`src/rtl/ras_pkg.sv`:
```
package ras_pkg;

   // Width needed to index DEPTH entries.
   function automatic int unsigned idx_bits(input int unsigned depth);
      return (depth <= 2) ? 1 : $clog2(depth);
   endfunction

   // Width needed to count 0..DEPTH inclusive.
   function automatic int unsigned cnt_bits(input int unsigned depth);
      return $clog2(depth + 1);
   endfunction

   typedef enum logic [1:0] {
      OP_IDLE = 2'b00,
      OP_PUSH = 2'b01,
      OP_POP  = 2'b10
   } ras_op_e;

endpackage

```
`src/rtl/ras_occupancy.sv`:
```
module ras_occupancy
   import ras_pkg::*;
#(
   parameter int unsigned DEPTH = 16,
   localparam int unsigned AW = idx_bits(DEPTH),
   localparam int unsigned CW = cnt_bits(DEPTH)
) (
   input  logic          clk,
   input  logic          rst_n,
   input  logic          push_i,
   input  logic          pop_i,
   output logic [AW-1:0] wr_idx_o,
   output logic [AW-1:0] rd_idx_o,
   output logic          rd_en_o,
   output logic [CW-1:0] cnt_o,
   output logic          full_o,
   output logic          underflow_o
);

   localparam logic [CW-1:0] CNT_MAX = CW'(DEPTH);
   localparam logic [AW-1:0] IDX_LAST = AW'(DEPTH - 1);

   logic [AW-1:0] top_q;
   logic [CW-1:0] cnt_q;
   logic          uf_q;
   ras_op_e       op;
   logic          empty;
   logic [AW-1:0] top_inc;
   logic [AW-1:0] top_dec;

   assign empty = (cnt_q == '0);

   always_comb begin
      unique case ({pop_i, push_i})
         2'b01:   op = OP_PUSH;
         2'b10:   op = OP_POP;
         default: op = OP_IDLE;
      endcase
   end

   // Pointer wraps modulo DEPTH (DEPTH need not be a power of two).
   assign top_inc = (top_q == IDX_LAST) ? '0 : top_q + AW'(1);
   assign top_dec = (top_q == '0) ? IDX_LAST : top_q - AW'(1);

   always_ff @(posedge clk or negedge rst_n) begin
      if (!rst_n) begin
         top_q <= '0;
         cnt_q <= '0;
         uf_q  <= 1'b0;
      end else begin
         uf_q <= 1'b0;
         unique case (op)
            OP_PUSH: begin
               top_q <= top_inc;
               if (cnt_q != CNT_MAX) cnt_q <= cnt_q + CW'(1);
            end
            OP_POP: begin
               if (empty) begin
                  uf_q <= 1'b1;
               end else begin
                  top_q <= top_dec;
                  cnt_q <= cnt_q - CW'(1);
               end
            end
            default: ;
         endcase
      end
   end

   assign wr_idx_o    = top_q;
   assign rd_idx_o    = top_dec;
   assign rd_en_o     = (op == OP_POP) && !empty;
   assign cnt_o       = cnt_q;
   assign full_o      = (cnt_q == CNT_MAX);
   assign underflow_o = uf_q;

endmodule

```
`src/rtl/ras_storage.sv`:
```
module ras_storage
   import ras_pkg::*;
#(
   parameter int unsigned PC_W        = 13,
   parameter int unsigned DEPTH       = 16,
   parameter bit          RESET_ARRAY = 1'b1,
   localparam int unsigned AW = idx_bits(DEPTH)
) (
   input  logic            clk,
   input  logic            rst_n,
   input  logic            wr_en_i,
   input  logic [AW-1:0]   wr_idx_i,
   input  logic [PC_W-1:0] wr_data_i,
   input  logic            rd_en_i,
   input  logic [AW-1:0]   rd_idx_i,
   output logic [PC_W-1:0] rd_data_o
);

   logic [PC_W-1:0] slot_q [DEPTH];
   logic [PC_W-1:0] rd_q;

   for (genvar e = 0; e < DEPTH; e++) begin : g_slot
      logic hit;
      assign hit = wr_en_i && (wr_idx_i == AW'(e));
      if (RESET_ARRAY) begin : g_rst
         always_ff @(posedge clk or negedge rst_n) begin
            if (!rst_n)   slot_q[e] <= '0;
            else if (hit) slot_q[e] <= wr_data_i;
         end
      end else begin : g_norst
         always_ff @(posedge clk) begin
            if (hit) slot_q[e] <= wr_data_i;
         end
      end
   end

   always_ff @(posedge clk or negedge rst_n) begin
      if (!rst_n)       rd_q <= '0;
      else if (rd_en_i) rd_q <= slot_q[rd_idx_i];
   end

   assign rd_data_o = rd_q;

endmodule

```
`src/rtl/ras_irq_gate.sv`:
```
module ras_irq_gate (
   input  logic irq_pend_i,
   input  logic full_i,
   output logic ack_en_o
);

   // Acknowledge needs a free entry for the pushed PC; the request stays
   // pending upstream while this is low.
   assign ack_en_o = irq_pend_i && !full_i;

endmodule

```
`src/rtl/ret_addr_stack.sv`:
```
module ret_addr_stack
   import ras_pkg::*;
#(
   parameter int unsigned PC_W        = 13,
   parameter int unsigned DEPTH       = 16,
   parameter bit          RESET_ARRAY = 1'b1
) (
   input  logic            clk,
   input  logic            rst_n,
   input  logic            push_i,
   input  logic            pop_i,
   input  logic [PC_W-1:0] pc_i,
   output logic [PC_W-1:0] pc_o,
   output logic            full_o,
   output logic            underflow_o,
   input  logic            irq_pend_i,
   output logic            ack_en_o
);

   localparam int unsigned AW = idx_bits(DEPTH);
   localparam int unsigned CW = cnt_bits(DEPTH);

   initial begin
      if (PC_W < 1 || PC_W > 32)
         $error("ret_addr_stack: PC_W must be 1..32");
      if (DEPTH < 2 || DEPTH > 256)
         $error("ret_addr_stack: DEPTH must be 2..256");
   end

   logic [AW-1:0] wr_idx;
   logic [AW-1:0] rd_idx;
   logic          rd_en;
   logic [CW-1:0] occ_cnt;
   logic          full;

   ras_occupancy #(.DEPTH(DEPTH)) u_occ (
      .clk         (clk),
      .rst_n       (rst_n),
      .push_i      (push_i),
      .pop_i       (pop_i),
      .wr_idx_o    (wr_idx),
      .rd_idx_o    (rd_idx),
      .rd_en_o     (rd_en),
      .cnt_o       (occ_cnt),
      .full_o      (full),
      .underflow_o (underflow_o)
   );

   ras_storage #(
      .PC_W        (PC_W),
      .DEPTH       (DEPTH),
      .RESET_ARRAY (RESET_ARRAY)
   ) u_mem (
      .clk       (clk),
      .rst_n     (rst_n),
      .wr_en_i   (push_i && !pop_i),
      .wr_idx_i  (wr_idx),
      .wr_data_i (pc_i),
      .rd_en_i   (rd_en),
      .rd_idx_i  (rd_idx),
      .rd_data_o (pc_o)
   );

   ras_irq_gate u_gate (
      .irq_pend_i (irq_pend_i),
      .full_i     (full),
      .ack_en_o   (ack_en_o)
   );

   assign full_o = full;

endmodule

```
`config.mk`:
```
export PLATFORM = sky130hd
export DESIGN_NAME = ret_addr_stack
export DESIGN_NICKNAME = d
export VERILOG_FILES = /design/src/rtl/ras_pkg.sv /design/src/rtl/ras_occupancy.sv /design/src/rtl/ras_storage.sv /design/src/rtl/ras_irq_gate.sv /design/src/rtl/ret_addr_stack.sv
export SDC_FILE = /design/constraint.sdc
export NUM_CORES = 1
export LEC_CHECK = 0
export CORE_MARGIN = 4
export CORE_UTILIZATION = 55
export DETAILED_ROUTE_END_ITERATION = 16
export PLACE_DENSITY_LB_ADDON = 0.12
export SETUP_SLACK_MARGIN = 0.3
export SLEW_MARGIN = 10
export SYNTH_ARGS = -nofsm -noshare
export SYNTH_HDL_FRONTEND = slang
export SYNTH_SLANG_ARGS = --single-unit
```
`constraint.sdc`:
```
create_clock -name clk -period 3.66 [get_ports clk]
set_clock_uncertainty 0.2 [all_clocks]
set_input_delay 0.549 -clock clk [delete_from_list [all_inputs] [get_ports clk]]
set_output_delay 0.549 -clock clk [all_outputs]
set_load 0.02 [all_outputs]
```
==> results.sh <==
export IMPL_run_status="completed"
export IMPL_period_share=0.872
export IMPL_io_pins=34
export IMPL_path_max_fanout=6
export IMPL_r2r_end="u_mem.rd_data_o[12]"
export IMPL_grt_pass1_wl_mm=38.9
export IMPL_path_cells="or4_1 > nor2_1 > clkdlybuf4s50_1"
export IMPL_synth_xor_area_frac=0.00576
export IMPL_grt_setup_unrepaired="false"
export IMPL_routabilityCongestion=0.825
export IMPL_grt_total_usage=0.230
export IMPL_drv_slew=0
export IMPL_hold_class="flip-flop to flip-flop"
export IMPL_synth_edf_count=0
export IMPL_core_rowCount=50
export IMPL_yosysWarnings=0
export IMPL_synthMuxAreaShare=0.355
export IMPL_synth_flop_cell="dfrtp_1"
export IMPL_synth_compound_area_frac=0.0342
export IMPL_post_drt_wl_per_cell_um=23.4
export IMPL_dr_total_vias=6141
export IMPL_crit_slowest_cell="or4_1"
export IMPL_yosysMostFrequentCell="dfrtp_1"
export IMPL_cts_sinks=231
export IMPL_cpPeakStageDelay_ns=0.68
export IMPL_nets=767
export IMPL_fin_setup_tns_ns=0
export IMPL_cts_clk_slew_worst_paths_ns=0.06
export IMPL_synth_async_reset_ratio=1.00
export IMPL_setup_viol=0
export IMPL_worstReg2RegStart="u_occ.wr_idx_o[1]"
export IMPL_die_w_um=147
export IMPL_fmax_ghz=0.313
export IMPL_detail_route_antenna_nets=0
export IMPL_final_cell_area_um2=12200
export IMPL_n_antenna_cell=0
export IMPL_synth_commonest_cells="dfrtp_1, mux2_1, mux2_2, mux4_2, clkbuf_1"
export IMPL_synth_cell_types=45
export IMPL_initial_core_util=0.564
export IMPL_drt_iter0_drc=304
export IMPL_criticalPathCategory="flip-flop to output pin"
export IMPL_coreArea_um2=18900
export IMPL_rr_worst_depth=8
export IMPL_dp_hpwl_mm=15.2
export IMPL_path_delay_family="simple AND/OR/NAND/NOR gates"
export IMPL_die_area_um2=21700
export IMPL_power_density_nw_per_um2=883
export IMPL_critPathRequiredTime_ns=2.91
export IMPL_timing_critical_path_depth=3
export IMPL_p_leak_uw=0.00563
export IMPL_cp_arrival_ns=2.44
export IMPL_yosysTopAreaCell="dfrtp_1"
export IMPL_cts_made_buffers=24
export IMPL_routed_via_density=6.05
export IMPL_path_buf_inv=1
export IMPL_syn_inst=701
export IMPL_tightest_slew_ns=0.835
export IMPL_ys_ff_latch=231
export IMPL_post_route_cells_drive_above_1_share=0.281
export IMPL_areaGrowthSynthToFinish_pct=14.6
export IMPL_fp_dieH_um=147
export IMPL_max_cap_violations=0
export IMPL_cts_tree="done"
export IMPL_synth_top_area_share=0.543
export IMPL_synth_nets=729
export IMPL_reg2reg_slack_ns=0.80
export IMPL_netlist_top_cells_area="dfrtp_1, mux2_1, mux4_2"
export IMPL_worstSkewPairLatency_ns=0.52
export IMPL_post_cts_buffers=0
export IMPL_synth_simple_area_share=0.0233
export IMPL_endpoint_kind="output pin"
export IMPL_ys_seq_area_frac=0.543
export IMPL_syn_avg_cell_area_um2=15.2
export IMPL_n_fill_cell=1393
export IMPL_wirelength_mm=23.8
export IMPL_htree_levels=1
export IMPL_grt_overflow_total=0
export IMPL_start_kind="flip-flop"
export IMPL_setup_worst_path_end="full_o"
export IMPL_clock_root_buffer="clkbuf_16"
export IMPL_ctsLongestPathBuffers=3
export IMPL_syn_area_um2=10700
export IMPL_antenna_found_initial=0
export IMPL_slew_headroom=0.443
export IMPL_port_buffers=33
export IMPL_synth_top_family_by_area="multiplexers"
export IMPL_grt_max_degree=113
export IMPL_grt_pass1_vias=6909
export IMPL_period_minus_slack_ns=3.19
export IMPL_min_from="u_mem.slot_q[201]"
export IMPL_place_area_um2=11400
export IMPL_irDropWorstVdd_mv=0.477
export IMPL_synthAdderAreaFrac=0.0117
export IMPL_finalHoldViolCount=0
export IMPL_drt_pass1_iterations=4
export IMPL_cp_startpoint="u_occ.cnt_o[2]"
export IMPL_drc_errors=0
-- layer usage --
metal	global-route usage	routed length [um]
met1	0.304	9940
met2	0.391	11700
met3	0.0382	1240
met4	0.0788	859
met5	0	0
-- power breakdown --
part	total [uW]	leakage, uW	switching [uW]	internal (uW)
sequential	4300	0.00298	640	3660
clock	2480	0.000395	985	1500
combinational	3990	0.00226	1810	2180
total	10800	0.00563	3430	7340
-- registers in the layout (all words and copies together), names as in the netlist --
signal	count
u_mem.rd_data_o	13
u_occ.cnt_o	5
u_occ.wr_idx_o	4
u_mem.slot_q	208
u_occ.underflow_o	1
-- metrics by stage --
step,cells,power (uW),util,hold WS (ns),setup slack [ns]
floorplan,701,7130,-,0.0534,1.08
global placement,972,8130,0.603,0.262,0.684
detailed placement,972,8360,0.603,0.274,0.599
CTS,1015,10900,0.646,0.287,0.447
global route,1015,11400,0.646,0.292,0.381
finish,1015,10800,0.646,0.286,0.467
-- worst reg2reg max path: stages (launching register included) --
cell	delay, ns
dfrtp_1	0.44
inv_1	0.16
ha_1	0.22
or2_1	0.26
o21ai_4	0.46
buf_4	0.37
mux2i_1	0.33
o22ai_1	0.13
a21o_1	0.19
-- timing repair --
item	in CTS	in global routing
endpoints found under the hold margin	109	0
resized for setup	0	0
hold buffers	1	0
-- how the worst min path moves through the flow --
stage,end,slack [ns],cells past startpoint
2_1_floorplan,u_mem.rd_data_o[0],0.05,0
3_3_place_gp,u_mem.slot_q[200],0.26,1
3_5_place_dp,u_mem.slot_q[201],0.27,1
4_1_cts,u_mem.slot_q[201],0.29,1
5_1_grt,u_mem.slot_q[33],0.29,1
6_report,u_mem.slot_q[201],0.29,1
-- cells in the final DEF (no fill, tap or decap), types with 8 or more instances in the layout --
master / instances
nor2_1: 8
mux2i_1: 26
nand2_1: 11
mux2_2: 77
clkbuf_16: 24
buf_4: 32
nand3_1: 8
ha_1: 9
mux2_1: 132
dfrtp_1: 230
a21o_1: 13
mux4_2: 52
o22ai_1: 13
clkdlybuf4s50_1: 32
-- cells by family after synthesis --
| logic type | Yosys count |
|---|---|
| AO/OA/AOI/OAI | 53 |
| XOR/XNOR | 7 |
| multiplexers | 287 |
| adder cells (fa/ha/maj) | 10 |
| AND/OR/NAND/NOR | 48 |
| flip-flops | 231 |
| buffers and inverters | 65 |
-- cell type report --
cell class              count  area [um2]  share of cell area
clock buffers              33         674              0.0553
clock inverters             9         134              0.0110
inverters                   8        30.0             0.00246
multi-input cells         405        4610               0.378
flip-flops and latches    231        5780               0.474
well taps                 260         325              0.0267
repair buffers             69         646              0.0529
Note: power is estimated with default switching activity, not from simulation.
